<file path="config.mk">
export PLATFORM = sky130hd
export DESIGN_NAME = bneck_sched_buf
export DESIGN_NICKNAME = d
export VERILOG_FILES = /design/src/rtl/bsb_pkg.sv /design/src/rtl/bsb_alloc.sv /design/src/rtl/bsb_prio_sel.sv /design/src/rtl/bneck_sched_buf.sv
export SDC_FILE = /design/constraint.sdc
export NUM_CORES = 1
export LEC_CHECK = 0
export BUFFER_PORTS_ARGS = -buffer_cell sky130_fd_sc_hd__buf_2
export CAP_MARGIN = 20
export CORE_MARGIN = 2
export CORE_UTILIZATION = 51
export CTS_CLUSTER_DIAMETER = 50
export DETAILED_ROUTE_END_ITERATION = 10
export PLACE_DENSITY = 0.71
export SKIP_CTS_REPAIR_TIMING = 1
export SYNTH_ARGS = -nofsm -noshare
export SYNTH_HDL_FRONTEND = slang
export SYNTH_HIERARCHICAL = 1
export SYNTH_SLANG_ARGS = --single-unit
</file>
<file path="constraint.sdc">
create_clock -name clk -period 8.43 [get_ports clk]
set_clock_uncertainty 0.05 [all_clocks]
set_input_delay 1.686 -clock clk [delete_from_list [all_inputs] [get_ports clk]]
set_output_delay 1.686 -clock clk [all_outputs]
set_load 0.02 [all_outputs]
</file>
<file path="src/rtl/bsb_pkg.sv">
package bsb_pkg;
  typedef enum logic {
    RET_DONE    = 1'b0,
    RET_BLOCKED = 1'b1
  } ret_kind_e;
endpackage

</file>
<file path="src/rtl/bsb_alloc.sv">
module bsb_alloc #(
  parameter int N     = 4,
  parameter int IDX_W = $clog2(N)
) (
  input  logic [N-1:0]     used,
  output logic             full,
  output logic [IDX_W-1:0] free_idx
);
  always_comb begin
    free_idx = '0;
    for (int i = N - 1; i >= 0; i--) begin
      if (!used[i]) free_idx = IDX_W'(i);
    end
  end

  assign full = &used;
endmodule

</file>
<file path="src/rtl/bsb_prio_sel.sv">
module bsb_prio_sel #(
  parameter int N      = 4,
  parameter int PRIO_W = 16,
  parameter int IDX_W  = $clog2(N)
) (
  input  logic [N-1:0]      cand,
  input  logic [PRIO_W-1:0] prio [N],
  output logic              found,
  output logic [IDX_W-1:0]  sel_idx
);
  logic [PRIO_W-1:0] best;

  always_comb begin
    found   = 1'b0;
    sel_idx = '0;
    best    = '0;
    for (int i = 0; i < N; i++) begin
      if (cand[i] && (!found || prio[i] > best)) begin
        found   = 1'b1;
        sel_idx = IDX_W'(i);
        best    = prio[i];
      end
    end
  end

  always_comb begin
    for (int i = 0; i < N; i++) begin

      sel_max_chk: assert (!(found && cand[i]) ||
                           (prio[i] < prio[sel_idx]) ||
                           (prio[i] == prio[sel_idx] && IDX_W'(i) >= sel_idx));
    end
  end
endmodule

</file>
<file path="src/rtl/bneck_sched_buf.sv">
module bneck_sched_buf #(
  parameter int NUM_SRC = 4,
  parameter int ID_W    = 8,
  parameter int PC_W    = 32,
  parameter int SP_W    = 32,
  parameter int PRIO_W  = 16,
  localparam int IDX_W  = (NUM_SRC > 1) ? $clog2(NUM_SRC) : 1
) (
  input  logic              clk,
  input  logic              rst,
  input  logic              enq_valid,
  output logic              enq_ready,
  input  logic [ID_W-1:0]   enq_id,
  input  logic [PC_W-1:0]   enq_pc,
  input  logic [SP_W-1:0]   enq_sp,
  input  logic [IDX_W-1:0]  enq_src,
  input  logic [PRIO_W-1:0] enq_prio,
  input  logic              upd_valid,
  input  logic [ID_W-1:0]   upd_id,
  input  logic [PRIO_W-1:0] upd_prio,
  input  logic              lc_idle,
  input  logic              lc_done,
  input  logic              lc_block,
  output logic              iss_valid,
  output logic [ID_W-1:0]   iss_id,
  output logic [PC_W-1:0]   iss_pc,
  output logic [SP_W-1:0]   iss_sp,
  output logic [IDX_W-1:0]  iss_src,
  output logic              ret_valid,
  output logic              ret_kind,
  output logic [ID_W-1:0]   ret_id,
  output logic [PC_W-1:0]   ret_pc,
  output logic [SP_W-1:0]   ret_sp,
  output logic [IDX_W-1:0]  ret_src
);
  import bsb_pkg::*;

  logic [NUM_SRC-1:0] held_q, run_q;
  logic [ID_W-1:0]    id_q   [NUM_SRC];
  logic [PRIO_W-1:0]  prio_q [NUM_SRC];
  logic [IDX_W-1:0]   src_q  [NUM_SRC];
  logic [PC_W-1:0]    pc_mem [NUM_SRC];
  logic [SP_W-1:0]    sp_mem [NUM_SRC];

  logic             full, found, busy, do_enq, do_issue, do_free;
  logic [IDX_W-1:0] free_idx, sel_idx, run_idx;
  ret_kind_e        ret_kind_q;

  bsb_alloc #(.N(NUM_SRC), .IDX_W(IDX_W)) alloc_i (
    .used(held_q), .full(full), .free_idx(free_idx)
  );

  bsb_prio_sel #(.N(NUM_SRC), .PRIO_W(PRIO_W), .IDX_W(IDX_W)) sel_i (
    .cand(held_q & ~run_q), .prio(prio_q), .found(found), .sel_idx(sel_idx)
  );

  always_comb begin
    run_idx = '0;
    for (int i = 0; i < NUM_SRC; i++) begin
      if (run_q[i]) run_idx = IDX_W'(i);
    end
  end

  assign busy      = |run_q;
  assign enq_ready = !full;
  assign do_enq    = enq_valid && !full;
  assign do_issue  = lc_idle && !busy && found;
  assign do_free   = busy && (lc_done || lc_block);

  // control and small per-entry fields
  always_ff @(posedge clk) begin
    if (rst) begin
      held_q     <= '0;
      run_q      <= '0;
      iss_valid  <= 1'b0;
      ret_valid  <= 1'b0;
      ret_kind_q <= RET_DONE;
    end else begin
      iss_valid <= do_issue;
      ret_valid <= do_free;
      for (int i = 0; i < NUM_SRC; i++) begin
        if (upd_valid && held_q[i] && id_q[i] == upd_id) prio_q[i] <= upd_prio;
      end
      if (do_issue) begin
        run_q[sel_idx] <= 1'b1;
        iss_id         <= id_q[sel_idx];
        iss_src        <= src_q[sel_idx];
      end
      if (do_free) begin
        held_q[run_idx] <= 1'b0;
        run_q[run_idx]  <= 1'b0;
        ret_kind_q      <= lc_block ? RET_BLOCKED : RET_DONE;
        ret_id          <= id_q[run_idx];
        ret_src         <= src_q[run_idx];
      end
      if (do_enq) begin
        held_q[free_idx] <= 1'b1;
        id_q[free_idx]   <= enq_id;
        prio_q[free_idx] <= enq_prio;
        src_q[free_idx]  <= enq_src;
      end
    end
  end

  // wide payload: one write port, registered reads, no reset
  always_ff @(posedge clk) begin
    if (do_enq) begin
      pc_mem[free_idx] <= enq_pc;
      sp_mem[free_idx] <= enq_sp;
    end
    if (do_issue) begin
      iss_pc <= pc_mem[sel_idx];
      iss_sp <= sp_mem[sel_idx];
    end
    if (do_free) begin
      ret_pc <= pc_mem[run_idx];
      ret_sp <= sp_mem[run_idx];
    end
  end

  assign ret_kind = ret_kind_q;


  single_issue_chk: assert property (@(posedge clk) disable iff (rst)
    iss_valid |=> !iss_valid);


  issue_idle_chk: assert property (@(posedge clk) disable iff (rst)
    iss_valid |-> $past(lc_idle));


  ret_only_busy_chk: assert property (@(posedge clk) disable iff (rst)
    !busy |=> !ret_valid);


  ret_follows_run_chk: assert property (@(posedge clk) disable iff (rst)
    ret_valid |-> $past(busy));


  no_overflow_chk: assert property (@(posedge clk) disable iff (rst)
    (enq_valid && !enq_ready && !lc_done && !lc_block)
      |=> $countones(held_q) == $past($countones(held_q)));
endmodule

</file>
==> results.py, run 1 <==
metrics = {
    "drt": {
        "drtPass1Iterations": 5,
        "wl_met2_um": 31100,
        "drt_drc_violations_left": 0,
        "final_antenna_net_count": 0,
        "routed_wl_um": 63800,
        "wire_per_inst_um": 25.90,
        "dr.max_layer_used": "met5",
        "drtIter0Drc": 1987,
        "met1_length_um": 24450,
        "wl_met3_um": 6358,
        "vias_per_cell": 6.305,
        "vias": 15530,
    },
    "floorplanning": {
        "rows": 78,
        "start_util_pct": 51.57,
        "die_w_um": 218.0,
        "die_area_um2": 47510,
        "dieHeight_um": 218.0,
        "ios": 273,
        "core_um2": 45280,
    },
    "synth": {
        "synth_top_family_by_area": "compound AO/OA/AOI/OAI gates",
        "synth_top_area_cell": "edfxtp_1",
        "synth_fp_nets": 1740,
        "synth-xor-area-share_pct": 1.200,
        "ys_types": 61,
        "netlist.area_leader.share_pct": 65.33,
        "syn-instance-count": 1571,
        "syn_area_per_cell_um2": 14.86,
        "synth_compound_area_share_pct": 11.16,
        "synth_mux_area_share_pct": 9.136,
        "synth_area_leaders": "edfxtp_1, mux4_2, a22oi_1, ha_1, o31ai_1",
        "async_flop_share_pct": 0,
        "syn-cell-area_um2": 23350,
        "yosys.area_share.simple_pct": 6.558,
        "synth-edff-count": 508,
        "synthFlopType": "edfxtp_1",
        "synthAdderAreaFrac_pct": 2.572,
        "yosysSeqAreaShare_pct": 66.27,
        "ys_ff_latch": 519,
        "yosys_warnings": 6,
    },
    "timing": {
        "layout_min_cycle_time_ns": 7.987,
        "tns_ns": 0,
        "finalCritPeriodShare_pct": 94.75,
        "slew_headroom_pct": 24.72,
        "rsz0062_at_grt": "false",
        "hold_viol": 0,
        "slew_violations": 0,
        "hold_ws_ns": 0.4469,
        "postLayoutSetupSlackWorst_ns": 0.4426,
        "setup_viol_count_final": 0,
        "fmax_mhz": 125.2,
        "worstMarginPinSlew_ns": 1.125,
    },
    "setup_path": {
        "crit_family": "compound AO/OA/AOI/OAI gates",
        "path_buf_inv": 5,
        "startpoint_type": "register",
        "path_max_fanout": 34,
        "slowest_stage": "or4_4",
        "r2r-start": "held_q[0]",
        "cpPeakStageDelay_ns": 0.57,
        "end_kind": "register",
        "r2r_setup_slack_ns": 0.44,
        "r2r-end": "iss_pc[30]",
        "critPathArrivalTime_ns": 8.31,
        "crit_type": "register to register",
        "cp.required_ns": 8.75,
        "reg2reg_depth": 28,
    },
    "global_route": {
        "grt_usage_pct": 26.60,
        "antenna_found_initial": 12,
        "grt_pass1_vias": 15470,
        "grt_max_degree": 97,
        "grt_pass1_wl_um": 93900,
        "overflow": 0,
    },
    "placement": {
        "dp_hpwl_um": 40450,
        "place_area_um2": 25220,
        "dp_slack_ns": 0.4076,
        "port_buffers": 272,
        "place_congestion": 0.9669,
    },
    "clocking": {
        "cts_tree": "yes",
        "clock_sinks": 519,
        "clock_path_buffers": 3,
        "h-tree-depth": 2,
        "cts_root_buf": "clkbuf_16",
        "cts_buffers": 57,
        "cts.clk_slew.worst_paths_ns": 0.06,
        "insertion_delay_ns": 0.65,
    },
    "finish": {
        "nets": 1981,
        "fin_area_um2": 27200,
        "syn2layout_area_growth_pct": 16.47,
        "final_layout_size_suffix_gt1_share_pct": 26.93,
        "fill_cells": 3443,
    },
    "hold_path": {
        "hold_depth": 2,
        "worst_hold_path.endpoint": "ret_kind",
        "hp-start": "ret_kind",
        "min_path_type": "register to register",
    },
    "power": {
        "p_per_area_nw_per_um2": 230.2,
        "ir_drop_mv": 0.2093,
        "p_leak_uw": 0.009278,
        "p_total_uw": 6260,
    },
    "outcome": {
        "status": "finished clean",
    },
    "run": {
        "cap_viol_max_count": 0,
    },
}
synth_stat cells (2+ instances only):
cell type,n
nand2b_1,3
and3_1,5
mux2i_1,44
ha_1,48
or4_4,2
a211oi_2,2
nor3_2,4
buf_2,37
nand2_1,43
xor2_1,12
a211o_1,2
edfxtp_1,508
nor3b_1,25
nor2b_1,7
or3_1,4
a22oi_1,97
clkbuf_1,69
a21oi_1,54
buf_6,4
buf_4,2
a31oi_1,67
nand3b_1,2
and4_1,5
and2_1,5
o21a_1,3
inv_1,46
nand4_1,74
o21ai_0,83
xnor2_1,20
o31ai_1,65
clkbuf_2,2
nand3_1,10
buf_1,5
nor2_1,93
a21o_1,8
mux4_2,74
dfxtp_1,11
nor3_1,3
power by group:
part / switching [µW] / internal [µW]
Clock: 1100 / 1430
Sequential: 66.9 / 3010
Combinational: 422 / 240
Total: 1580 / 4670
logic make-up (layout without fill, tap and decap cells):
group | Yosys count | in the layout
AO/OA/AOI/OAI | 397 | 397
XOR/XNOR | 32 | 32
adder cells (fa/ha/maj) | 48 | 48
buffers and inverters | 166 | 452
flip-flops | 519 | 519
multiplexers | 120 | 120
other | 0 | 6
AND/OR/NAND/NOR | 289 | 289
sequential cells by signal (all words and copies together) (netlist names):
name	flops
held_q	4
id_q	32
iss_id	8
iss_pc	32
iss_sp	32
iss_src	2
iss_valid	1
pc_mem	128
prio_q	64
ret_id	8
ret_kind	1
ret_pc	32
ret_sp	32
ret_src	2
ret_valid	1
run_q	4
sp_mem	128
src_q	8
metal layers:
layer	GRT usage (%)	vias to the layer above
li1	-	6826
met1	33.86	7726
met2	43.86	824
met3	7.420	140
met4	9.410	12
met5	0	-
how the worst max path moves through the flow:
stage                     cells past startpoint       from          to  slack [ns]
after floorplan                              31  held_q[0]   iss_pc[0]        1.06
after global placement                       27  held_q[0]  iss_pc[30]        0.52
after detailed placement                     27  held_q[0]  iss_pc[31]        0.41
after CTS                                    27  held_q[0]  iss_pc[30]        0.39
after global routing                         27  held_q[0]  iss_pc[30]        0.22
final                                        28  held_q[0]  iss_pc[30]        0.44
through the flow:
| stage | util, % | instances |
|---|---|---|
| floorplan | - | 1571 |
| detailed placement | 55.69 | 2350 |
| global route | 60.04 | 2459 |
| CTS | 59.94 | 2454 |
| finish | 60.06 | 2463 |
| global placement | 55.64 | 2348 |
worst min-delay path: cells and delay by family (launching register included):
kind	cells	cell delay (ns)
DFF	1	0.33
and+or+nand+nor	1	0.07
AOI/OAI and AO/OA	1	0.06
layout make-up:
type                            instances  area, µm²  share of cell area [%]
Sequential cell                       519      15480                   56.93
Multi-Input combinational cell        886       7217                   26.54
Timing Repair Buffer                  302       1630                   5.995
Clock buffer                           65       1456                   5.355
Tap cell                              600      750.7                   2.760
Clock inverter                         39      469.2                   1.725
Inverter                               46      173.9                  0.6395
Antenna cell                            6      15.01                 0.05521
cells in the final DEF, fill, tap and decap left out, drive strengths merged, types with 6 or more instances in the layout:
master,netlist,routed
nor2b,7,7
buf,49,302
a21oi,54,54
nor3b,25,25
o21ai,85,85
edfxtp,508,508
a21o,8,8
clkbuf,71,65
ha,48,48
nor3,7,7
nand4,75,75
clkinv,0,24
xor2,12,12
mux2i,44,44
nand2,43,43
a22oi,97,97
diode,0,6
inv,46,54
xnor2,20,20
nand3,10,10
nor2,94,94
o31ai,66,66
mux4,74,74
a31oi,68,68
dfxtp,11,11
Note: power is estimated with default switching activity, not from simulation.
==> inputs of run 2 (changes only) <==
- CORE_UTILIZATION: 51 -> 40
- PLACE_DENSITY: 0.71 -> default
==> results.py, run 2 (synthesis results as in run 1) <==
metrics = {
    "power": {
        "p_leak_uw": 0.009503,
        "ir_drop_mv": 0.2783,
        "p_total_uw": 6703,
        "p_per_area_nw_per_um2": 240.5,
    },
    "finish": {
        "regArea_um2": 15480,
        "final_common_cell": "edfxtp_1",
        "fill_cells": 4979,
        "final_layout_size_suffix_gt1_share_pct": 27.56,
        "utilization_pct": 48.30,
        "nets": 1999,
        "reg_top3": "pc_mem (128), sp_mem (128), prio_q (64)",
        "multiInputGateArea_um2": 7217,
        "syn2layout_area_growth_pct": 19.34,
        "final_cell_mix": "edfxtp_1, buf_2, a22oi_1",
    },
    "timing": {
        "finalCritPeriodShare_pct": 94.79,
        "hold_ws_ns": 0.4692,
        "worstMarginPinSlew_ns": 1.119,
        "slew_headroom_pct": 25.41,
        "setup_viol_count_final": 0,
        "tns_ns": 0,
        "fmax_mhz": 125.1,
        "hold_viol": 0,
        "layout_min_cycle_time_ns": 7.991,
        "rsz0062_at_grt": "false",
        "slew_violations": 0,
    },
    "placement": {
        "place_congestion": 0.8879,
        "port_buffers": 272,
        "dp_hpwl_um": 42960,
    },
    "drt": {
        "routed_wl_um": 68790,
        "dr.max_layer_used": "met5",
        "vias_per_cell": 5.906,
        "drtPass1Iterations": 6,
        "final_antenna_net_count": 0,
        "met1_length_um": 27100,
        "drt_drc_violations_left": 0,
        "wl_met2_um": 33570,
        "wl_met3_um": 6231,
        "wire_per_inst_um": 25.96,
        "vias": 15650,
        "drtIter0Drc": 1433,
    },
    "clocking": {
        "insertion_delay_ns": 0.61,
        "clock_path_buffers": 3,
        "cts.clk_slew.worst_paths_ns": 0.05,
        "cts_buffers": 67,
        "cts_root_buf": "clkbuf_16",
        "cts_tree": "yes",
        "clock_sinks": 519,
        "h-tree-depth": 3,
    },
    "setup_path": {
        "path_buf_inv": 4,
        "cp.required_ns": 8.71,
        "startpoint_type": "register",
        "reg2reg_depth": 27,
        "crit_family": "compound AO/OA/AOI/OAI gates",
        "r2r-end": "iss_pc[4]",
        "critPathArrivalTime_ns": 8.27,
        "slowest_stage": "or4_4",
        "r2r-start": "held_q[0]",
        "crit_type": "register to register",
        "cpPeakStageDelay_ns": 0.57,
        "path_max_fanout": 49,
        "end_kind": "register",
        "r2r_setup_slack_ns": 0.44,
    },
    "global_route": {
        "grt_pass1_wl_um": 101100,
        "overflow": 0,
        "grt_pass1_vias": 15870,
        "grt_max_degree": 84,
        "antenna_found_initial": 8,
        "grt_usage_pct": 22.63,
    },
    "floorplanning": {
        "core_um2": 57700,
        "die_w_um": 245.6,
        "ios": 273,
        "die_area_um2": 60330,
        "dieHeight_um": 245.6,
        "rows": 88,
        "start_util_pct": 40.47,
    },
    "hold_path": {
        "hold_depth": 2,
        "hp-start": "ret_kind",
        "worst_hold_path.endpoint": "ret_kind",
        "min_path_type": "register to register",
    },
    "outcome": {
        "status": "finished clean",
    },
    "run": {
        "cap_viol_max_count": 0,
    },
}
[run 2: layout make-up]
cell class                 count  area share, %
clock buffer                  72          6.120
inverter                      46         0.6241
multi-input combinational    886          25.90
timing repair buffer         310          6.133
antenna                        2        0.01796
sequential                   519          55.56
tap                          765          3.435
clock inverter                50          2.213
[run 2: worst register-to-register path, stage by stage (launching register included)]
cell,delay (ns)
dfxtp_1,0.40
nor2b_1,0.16
buf_4,0.25
nand2_1,0.13
ha_1,0.35
nand4_2,0.13
or4_4,0.57
a21o_1,0.20
a31oi_4,0.39
buf_4,0.32
mux2i_1,0.28
inv_1,0.07
ha_1,0.30
a41oi_1,0.20
o21ai_1,0.09
a21oi_1,0.16
nor2_1,0.08
o311ai_4,0.52
mux2i_1,0.27
ha_1,0.26
a21o_1,0.18
a21o_1,0.17
a221oi_1,0.51
o21ai_0,0.23
a211oi_2,0.46
o2bb2ai_4,0.17
buf_12,0.25
mux4_2,0.57
[run 2: routing by layer]
layer | track usage (%) | vias up
met5 | 0 | -
met4 | 7.380 | 14
met3 | 6.854 | 134
met2 | 37.10 | 741
met1 | 28.68 | 7890
li1 | - | 6873
[run 2: power by group]
| group | switching (µW) | total, µW | internal [µW] |
|---|---|---|---|
| Sequential | 70.4 | 3080 | 3010 |
| Clock | 1150 | 2950 | 1800 |
| Combinational | 428 | 669 | 241 |
| Total | 1650 | 6700 | 5050 |
[run 2: metrics by stage]
| stage | instances | area, µm² | setup WS (ns) |
|---|---|---|---|
| 2_1_floorplan | 1571 | 23350 | 1.061 |
| 3_3_place_gp | 2515 | 25420 | 0.3147 |
| 3_5_place_dp | 2519 | 25460 | 0.1260 |
| 4_1_cts | 2641 | 27780 | 0.1300 |
| 5_1_grt | 2649 | 27870 | 0.02813 |
| 6_report | 2650 | 27870 | 0.4390 |
[run 2: worst max path at each step]
stage / startpoint / end / depth (start not counted)
2_1_floorplan: held_q[0] / iss_pc[0] / 31
3_3_place_gp: held_q[0] / iss_sp[20] / 27
3_5_place_dp: held_q[0] / iss_pc[7] / 27
4_1_cts: held_q[0] / iss_sp[11] / 27
5_1_grt: held_q[0] / iss_sp[16] / 27
6_report: held_q[0] / iss_pc[4] / 27
